**config.mk**
```make
export PLATFORM = sky130hd
export DESIGN_NAME = prio_irq_ctrl
export DESIGN_NICKNAME = d
export VERILOG_FILES = /design/src/rtl/irq_pkg.sv /design/src/rtl/irq_prio_enc.sv /design/src/rtl/irq_req_reg.sv /design/src/rtl/irq_service.sv /design/src/rtl/prio_irq_ctrl.sv
export SDC_FILE = /design/constraint.sdc
export NUM_CORES = 1
export LEC_CHECK = 0
export CORE_ASPECT_RATIO = 2
export CORE_UTILIZATION = 30
export CTS_CLUSTER_SIZE = 25
export DETAILED_ROUTE_END_ITERATION = 7
export GPL_ROUTABILITY_DRIVEN = 0
export PLACE_DENSITY = 0.5
export SKIP_LAST_GASP = 1
export SLEW_MARGIN = 20
export SYNTH_ARGS = -nofsm -noshare
export SYNTH_HDL_FRONTEND = slang
export SYNTH_SLANG_ARGS = --single-unit
export TNS_END_PERCENT = 50
```
**constraint.sdc**
```tcl
create_clock -name clk_i -period 3.8 [get_ports clk_i]
set_input_delay 1.14 -clock clk_i [delete_from_list [all_inputs] [get_ports clk_i]]
set_output_delay 1.14 -clock clk_i [all_outputs]
set_load 0.01 [all_outputs]
```
**src/rtl/irq_pkg.sv**
```systemverilog
package irq_pkg;
  typedef enum logic {TRIG_LEVEL = 1'b0, TRIG_EDGE = 1'b1} trig_e;
endpackage

```
**src/rtl/irq_prio_enc.sv**
```systemverilog
module irq_prio_enc #(
  parameter int N = 8,
  localparam int W = (N > 1) ? $clog2(N) : 1
) (
  input  logic [N-1:0] vec_i,
  output logic         any_o,
  output logic [W-1:0] idx_o
);
  always_comb begin
    idx_o = '0;
    for (int i = N - 1; i >= 0; i--) begin
      if (vec_i[i]) idx_o = W'(i);
    end
  end
  assign any_o = |vec_i;
endmodule

```
**src/rtl/irq_req_reg.sv**
```systemverilog
module irq_req_reg
  import irq_pkg::*;
#(
  parameter int N = 8
) (
  input  logic         clk_i,
  input  logic         rst_ni,
  input  logic [N-1:0] req_i,
  input  trig_e        trig_i,
  input  logic [N-1:0] clr_i,
  output logic [N-1:0] irr_o
);
  logic [N-1:0] prev_q, irr_q;

  always_ff @(posedge clk_i or negedge rst_ni) begin
    if (!rst_ni) begin
      prev_q <= '0;
      irr_q  <= '0;
    end else begin
      prev_q <= req_i;
      if (trig_i == TRIG_EDGE) irr_q <= (req_i & ~prev_q) | (irr_q & ~clr_i);
      else                     irr_q <= req_i;
    end
  end

  assign irr_o = irr_q;

  // a line held high is never re-latched
  assert_no_relatch_R3: assert property (@(posedge clk_i) disable iff (!rst_ni)
    (trig_i == TRIG_EDGE && (clr_i & prev_q & req_i) == clr_i && clr_i != '0)
      |=> (irr_q & $past(clr_i)) == '0);
endmodule

```
**src/rtl/irq_service.sv**
```systemverilog
module irq_service #(
  parameter int N = 8,
  localparam int W = (N > 1) ? $clog2(N) : 1
) (
  input  logic         clk_i,
  input  logic         rst_ni,
  input  logic         take_i,
  input  logic [W-1:0] take_idx_i,
  input  logic         eoi_i,
  output logic         top_any_o,
  output logic [W-1:0] top_idx_o
);
  logic [N-1:0] isr_q, eoi_clr, take_set;

  irq_prio_enc #(.N(N)) u_top (.vec_i(isr_q), .any_o(top_any_o), .idx_o(top_idx_o));

  always_comb begin
    eoi_clr  = '0;
    take_set = '0;
    if (eoi_i && top_any_o) eoi_clr[top_idx_o] = 1'b1;
    if (take_i)             take_set[take_idx_i] = 1'b1;
  end

  always_ff @(posedge clk_i or negedge rst_ni) begin
    if (!rst_ni) isr_q <= '0;
    else         isr_q <= (isr_q & ~eoi_clr) | take_set;
  end

  assert_eoi_one_R9: assert property (@(posedge clk_i) disable iff (!rst_ni)
    (eoi_i && isr_q != '0 && !take_i) |=> $countones(isr_q) == $countones($past(isr_q)) - 1);
endmodule

```
**src/rtl/prio_irq_ctrl.sv**
```systemverilog
module prio_irq_ctrl
  import irq_pkg::*;
#(
  parameter int N_IRQ = 8,
  parameter int VEC_W = 8,
  localparam int LVL_W = (N_IRQ > 1) ? $clog2(N_IRQ) : 1,
  localparam int BASE_W = VEC_W - LVL_W
) (
  input  logic              clk_i,
  input  logic              rst_ni,
  input  logic [N_IRQ-1:0]  irq_req_i,
  input  logic              trig_edge_i,
  input  logic              mask_we_i,
  input  logic [N_IRQ-1:0]  mask_wdata_i,
  input  logic [BASE_W-1:0] vec_base_i,
  input  logic              ack_i,
  input  logic              eoi_i,
  output logic              irq_o,
  output logic [VEC_W-1:0]  vector_o,
  output logic              vec_valid_o,
  output logic [LVL_W-1:0]  cas_id_o
);
  logic [N_IRQ-1:0] irr, mask_q, pend, clr;
  logic             pend_any, isr_any, take;
  logic [LVL_W-1:0] win_idx, isr_idx;
  logic [VEC_W-1:0] vec_q;
  logic             vv_q;
  logic [LVL_W-1:0] cas_q;
  trig_e            trig;

  assign trig = trig_e'(trig_edge_i);
  assign pend = irr & ~mask_q;

  irq_req_reg #(.N(N_IRQ)) u_req (
    .clk_i, .rst_ni, .req_i(irq_req_i), .trig_i(trig), .clr_i(clr), .irr_o(irr));

  irq_prio_enc #(.N(N_IRQ)) u_win (.vec_i(pend), .any_o(pend_any), .idx_o(win_idx));

  irq_service #(.N(N_IRQ)) u_isr (
    .clk_i, .rst_ni, .take_i(take), .take_idx_i(win_idx), .eoi_i,
    .top_any_o(isr_any), .top_idx_o(isr_idx));

  assign irq_o = pend_any && (!isr_any || win_idx < isr_idx);
  assign take  = ack_i && irq_o;

  always_comb begin
    clr = '0;
    if (take) clr[win_idx] = 1'b1;
  end

  always_ff @(posedge clk_i or negedge rst_ni) begin
    if (!rst_ni) begin
      mask_q <= '0;
      vec_q  <= '0;
      vv_q   <= 1'b0;
      cas_q  <= '0;
    end else begin
      if (mask_we_i) mask_q <= mask_wdata_i;
      vv_q <= take;
      if (take) begin
        vec_q <= {vec_base_i, win_idx};
        cas_q <= win_idx;
      end
    end
  end

  assign vector_o    = vec_q;
  assign vec_valid_o = vv_q;
  assign cas_id_o    = cas_q;

  assert_ack_vec_R7: assert property (@(posedge clk_i) disable iff (!rst_ni)
    (ack_i && irq_o) |=> vec_valid_o && vector_o == {$past(vec_base_i), $past(win_idx)});
  assert_ack_ignored_R8: assert property (@(posedge clk_i) disable iff (!rst_ni)
    (ack_i && !irq_o) |=> !vec_valid_o && $stable(vector_o) && $stable(cas_id_o));
  assert_full_mask_R4: assert property (@(posedge clk_i) disable iff (!rst_ni)
    (mask_q == '1) |-> !irq_o);
endmodule

```
# After elaboration in Yosys (flattened, before gate mapping)

Index checks and enable logic that the tools add are counted.

Flip-flop bits (word level): 44
Word-level logic and storage cells: 54
Output and inout bits: 13

Multiplexer cells: 23
Bitwise operators: 10
Order comparisons: 5
Reductions and logical operators: 9

Operators with widths:

| cell                                                                  | number |
|---|---|
| 3-bit 2-to-1 mux                                                      | 16 |
| 8-bit bitwise AND                                                     | 4 |
| 8-bit inverter                                                        | 4 |
| 8-bit 2-to-1 mux                                                      | 3 |
| 8-bit bitwise OR                                                      | 2 |
| 8-bit OR reduction                                                    | 2 |
| 3-bit by 4-bit < comparator with 1-bit output, second input constant  | 2 |
| 1-bit demux with 3-bit select                                         | 2 |
| 3-bit by 1-bit >= comparator with 1-bit output, second input constant | 2 |
| 1-bit logical AND                                                     | 5 |
| 3-bit < comparator                                                    | 1 |
| 1-bit 2-to-1 mux                                                      | 2 |
| 1-bit zero test                                                       | 1 |
| 1-bit logical OR                                                      | 1 |

# Longest topological paths before layout

Word-level depth: 19
Gate-level depth with buffers: 10
Gate-level depth less buffers: 10

# Hierarchy

From an unflattened synthesis, not the netlist that was laid out.

Cells, all modules: 181
Area, all modules: 2,060.7 µm²

By module, submodules not included:

| module        | instances | area an instance (µm²) | seq. area each (µm²) | cells each |
|---|---|---|---|---|
| prio_irq_ctrl | 1         | 878.3                  | 425.4                | 74 |
| irq_req_reg   | 1         | 631.9                  | 400.4                | 42 |
| irq_service   | 1         | 387.9                  | 200.2                | 39 |
| irq_prio_enc  | 2         | 81.3                   | 0.0                  | 13 |

# Worst setup path before layout

OpenSTA, ideal clock, no wires.

Path type: flip-flop to output port
Start point: register u_req.irr_q[3], in the netlist u_req.irr_o[3]
End point: output port irq_o
Arrival: 2.032 ns
Data required time: 2.660 ns
Path slack: 0.628 ns
Stages on the path, launching flop included: 8
Cells stage by stage: dfrtp_1 nor2b_1 nor4_2 nor2b_1 ha_1 a221oi_4 nand2_2 a21boi_0

Word-level cells in the longest chain between the ends: 8
Elaborated cells on any way between the ends: 9

RTL lines:

| what                          | line                | RTL |
|---|---|---|
| start: declaration            | irq_req_reg.sv:13   | `logic [N-1:0] prev_q, irr_q;` |
| start signal: assignment      | irq_req_reg.sv:21   | `if (trig_i == TRIG_EDGE) irr_q <= (req_i & ~prev_q) \| (irr_q & ~clr_i);` |
| start signal: assignment      | irq_req_reg.sv:22   | `else irr_q <= req_i;` |
| 8-bit bitwise AND             | prio_irq_ctrl.sv:32 | `assign pend = irr & ~mask_q;` |
| 3-bit 2-to-1 mux (4 in a row) | irq_prio_enc.sv:12  | `if (vec_i[i]) idx_o = W'(i);` |
| net u_isr.take_idx_i[2]       | irq_service.sv:8    | `input logic [W-1:0] take_idx_i,` |
| 3-bit < comparator            | prio_irq_ctrl.sv:43 | `assign irq_o = pend_any && (!isr_any \|\| win_idx < isr_idx);` |
| 1-bit logical OR              | prio_irq_ctrl.sv:43 |  |
| 1-bit logical AND             | prio_irq_ctrl.sv:43 |  |
| end: declaration              | prio_irq_ctrl.sv:18 | `output logic irq_o,` |

The timed path passes the listed nets, and every way through them passes these cells.

# Worst setup path in the final report

Start point: register u_req.irr_q[4], in the netlist u_req.irr_o[4]
End point: output port irq_o

Word-level cells in the longest chain between the ends: 9
Elaborated cells on any way between the ends: 10

RTL lines:

| what                          | line |
|---|---|
| 8-bit bitwise AND             | prio_irq_ctrl.sv:32 |
| 3-bit 2-to-1 mux (5 in a row) | irq_prio_enc.sv:12 |
| net u_isr.take_idx_i[1]       | irq_service.sv:8 |
| 3-bit < comparator            | prio_irq_ctrl.sv:43 |
| 1-bit logical OR              | prio_irq_ctrl.sv:43 |
| 1-bit logical AND             | prio_irq_ctrl.sv:43 |

The timed path passes the listed nets, and every way through them passes these cells.

==> metrics.cfg <==
[detailed_routing]
dr.pass1.iters = 4
finalWirelength_um = 4432
wire_per_inst_um = 15.02
num_vias = 1386
drcViolationCount = 0
first_iter_violations = 22
antenna_left = 0
viasPerCell = 4.698

[floorplan]
coreArea_um2 = 6106
die_x_um = 58.56
die-area_um2 = 6741
die_y_um = 115.1
io_pins = 40
initial_core_util_pct = 31.43
fp-row-count = 40

[grt]
grt_pass1_vias = 1476
antenna_found_initial = 0
grt_usage_pct = 14.77
grt_pass1_wl_um = 7148
grt_max_degree = 42
grt-ovfl-total = 0

[yosys]
synthCells = 166
synth_top_cells_by_count = 41 x dfrtp_1, 30 x nand2_1, 9 x nor2b_1
synth.yosys.seq_area_share_pct = 53.46
synthFlopType = dfrtp_1
yosysTopAreaCell = dfrtp_1
yosysWarnings = 0
yosysTopAreaCellShare_pct = 53.46
ys_ff_latch = 41
async_reset_ff_share_pct = 100.0
syn-cell-area_um2 = 1919
syn-num-nets = 195
yosysMostFrequentCell = dfrtp_1
synth_cell_types = 39
syn_avg_cell_area_um2 = 11.56
ys_top_cells_by_area = dfrtp_1 53%, nand2_1 5.9%, mux2_4 5.5%
synth_edf_count = 0

[critical_path]
timing.rr.start = u_req.irr_o[4]$_DFF_PN0_
worstSetupPathType = register to output port
worstPathMaxFanout = 3
r2r-end = u_req.irr_o[3]$_DFF_PN0_
required_ps = 2660
crit_arrival_ps = 2400
worstRegToRegCells = 10
endpoint_kind = output port
start_kind = register
r2r_slack_ps = 1050

[timing]
tns_ps = 0
period_needed_ps = 3543
final-hold-violation-count = 0
setup_viol = 0
clock.fmax_mhz = 282.2
rsz0062_at_grt = no
max_slew.worst_pin.slew_ps = 920.0
slew_headroom_pct = 38.67
whs_ps = 501.7
setup_ws_ps = 256.5
period_share_pct = 93.25
finalClockSkew_ps = 2.543
maxSlewViolCount = 0

[finish]
fin_area_um2 = 2577
diodes = 0
areaGrowthSynthToFinish_pct = 34.29
layout.nets = 239
post-route-util_pct = 42.21
drive_above_1_share_pct = 20.85

[clocking]
cts_made_buffers = 5
cts_root_buf = clkbuf_16
cts_tree = done
path_clk_slew_ps = 60
cts-htree-levels = 2
cts_hold_buf = 0
clk_path_buf_depth = 2
clock-sinks = 41
insertion_delay_ps = 290

[placement]
dpl-instance-area_um2 = 2399
io_buffers = 39
dp_hpwl_um = 3484
place_ws_ps = 116.3

[status]
status = complete, no violations

[hold_path]
hold_path_depth = 2
min-delay-start = u_isr.isr_q[7]$_DFF_PN0_
hold-path-endpoint = u_isr.isr_q[7]$_DFF_PN0_
hp-class = register to register

[power_and_ir_drop]
p_leak_nw = 1.149
vdd_drop_max_v = 0.0002924
power_density_nw_per_um2 = 749.8

[flow_run]
cap_viol_max_count = 0

-- cell usage in the layout (no fill, tap or decap), types with 2 or more instances in the layout --
cell type        synthesis  routed
and3_1                   2       2
nor2b_4                  2       3
buf_4                    3       4
a21oi_1                  2       2
clkbuf_8                 0       2
nand3_1                  3       3
o21ai_0                  7       7
dfrtp_1                 41      41
clkdlybuf4s50_1          0      37
ha_1                     2       2
inv_1                    2       2
clkbuf_16                0       5
a32o_1                   6       6
nor2b_1                  9       8
mux2_2                   8       8
nand4_1                  2       2
nand2b_1                 2       2
mux2_4                   7       7
nor2_1                   8       7
o21a_1                   3       3
nand2_1                 30      30
or2_2                    2       2
a21o_1                   3       3
-- flip-flops by register name (all words and copies together) (netlist names) --
signal,count
mask_q,8
u_isr.isr_q,8
u_req.irr_o,8
u_req.prev_q,8
vec_valid_o,1
vector_o,8
-- report_power, final --
| part | total [W] | switching (W) | leakage [nW] | internal (W) |
|---|---|---|---|---|
| combinational | 0.000870 | 0.000426 | 0.576 | 0.000444 |
| sequential | 0.000621 | 0.0000772 | 0.494 | 0.000544 |
| clock | 0.000441 | 0.000164 | 0.0799 | 0.000278 |
-- logic make-up (layout without fill, tap and decap cells) --
| kind of cell | after synthesis | count (layout) | synth area share (%) |
|---|---|---|---|
| buffers and inverters | 8 | 53 | 2.151 |
| and+or+nand+nor | 70 | 70 | 19.69 |
| DFF | 41 | 41 | 53.45 |
| muxes | 15 | 15 | 10.17 |
| adders and majority gates | 2 | 2 | 1.304 |
| AOI/OAI and AO/OA | 30 | 30 | 13.23 |
-- cell type report --
cell class                 instances  area [um2]
fill                             621        3528
multi-input combinational        117       870.8
tap                               84       105.1
sequential                        41        1026
inverter                           2       7.507
timing repair buffer              43       410.4
clock buffer                       7       152.6
clock inverter                     1       5.005
-- how the worst max path moves through the flow --
stage	startpoint	endpoint	slack (ps)
2_1_floorplan	u_req.irr_o[3]$_DFF_PN0_	irq_o	630
3_3_place_gp	u_req.irr_o[4]$_DFF_PN0_	irq_o	110
3_5_place_dp	u_req.irr_o[4]$_DFF_PN0_	irq_o	120
4_1_cts	u_req.irr_o[4]$_DFF_PN0_	irq_o	80
5_1_grt	u_req.irr_o[3]$_DFF_PN0_	irq_o	110
6_report	u_req.irr_o[4]$_DFF_PN0_	irq_o	260
-- per-layer routing --
| layer | vias up | part of all wire, % | GRT usage [%] |
|---|---|---|---|
| met4 | 0 | 4.9 | 9.524 |
| met3 | 13 | 4.4 | 3.600 |
| met2 | 46 | 56 | 28.20 |
| met5 | - | 0 | 0 |
| met1 | 655 | 34 | 13.02 |
| li1 | 672 | - | - |
-- through the flow --
stage / total power, W / instances
floorplan: 0.001194 / 166
global placement: 0.001491 / 286
detailed placement: 0.001510 / 286
CTS: 0.001949 / 294
global route: 0.002068 / 295
finish: 0.001933 / 295
-- worst max-delay path: stages, from the launching register on --
cell	delay, ps
dfrtp_1	370
nor2b_2	180
or2_2	310
nor2_2	130
o21a_1	160
ha_1	240
o21a_1	180
o22a_1	240
a21boi_1	140
clkbuf_2	150
-- what timing repair did --
action                                  in CTS  in global routing
pin swaps                                    0                  1
resized for setup                            1                  7
buffers inserted                             0                  1
endpoints found under the setup margin       1                  1
No activity file was read; power rests on OpenSTA's default activity.
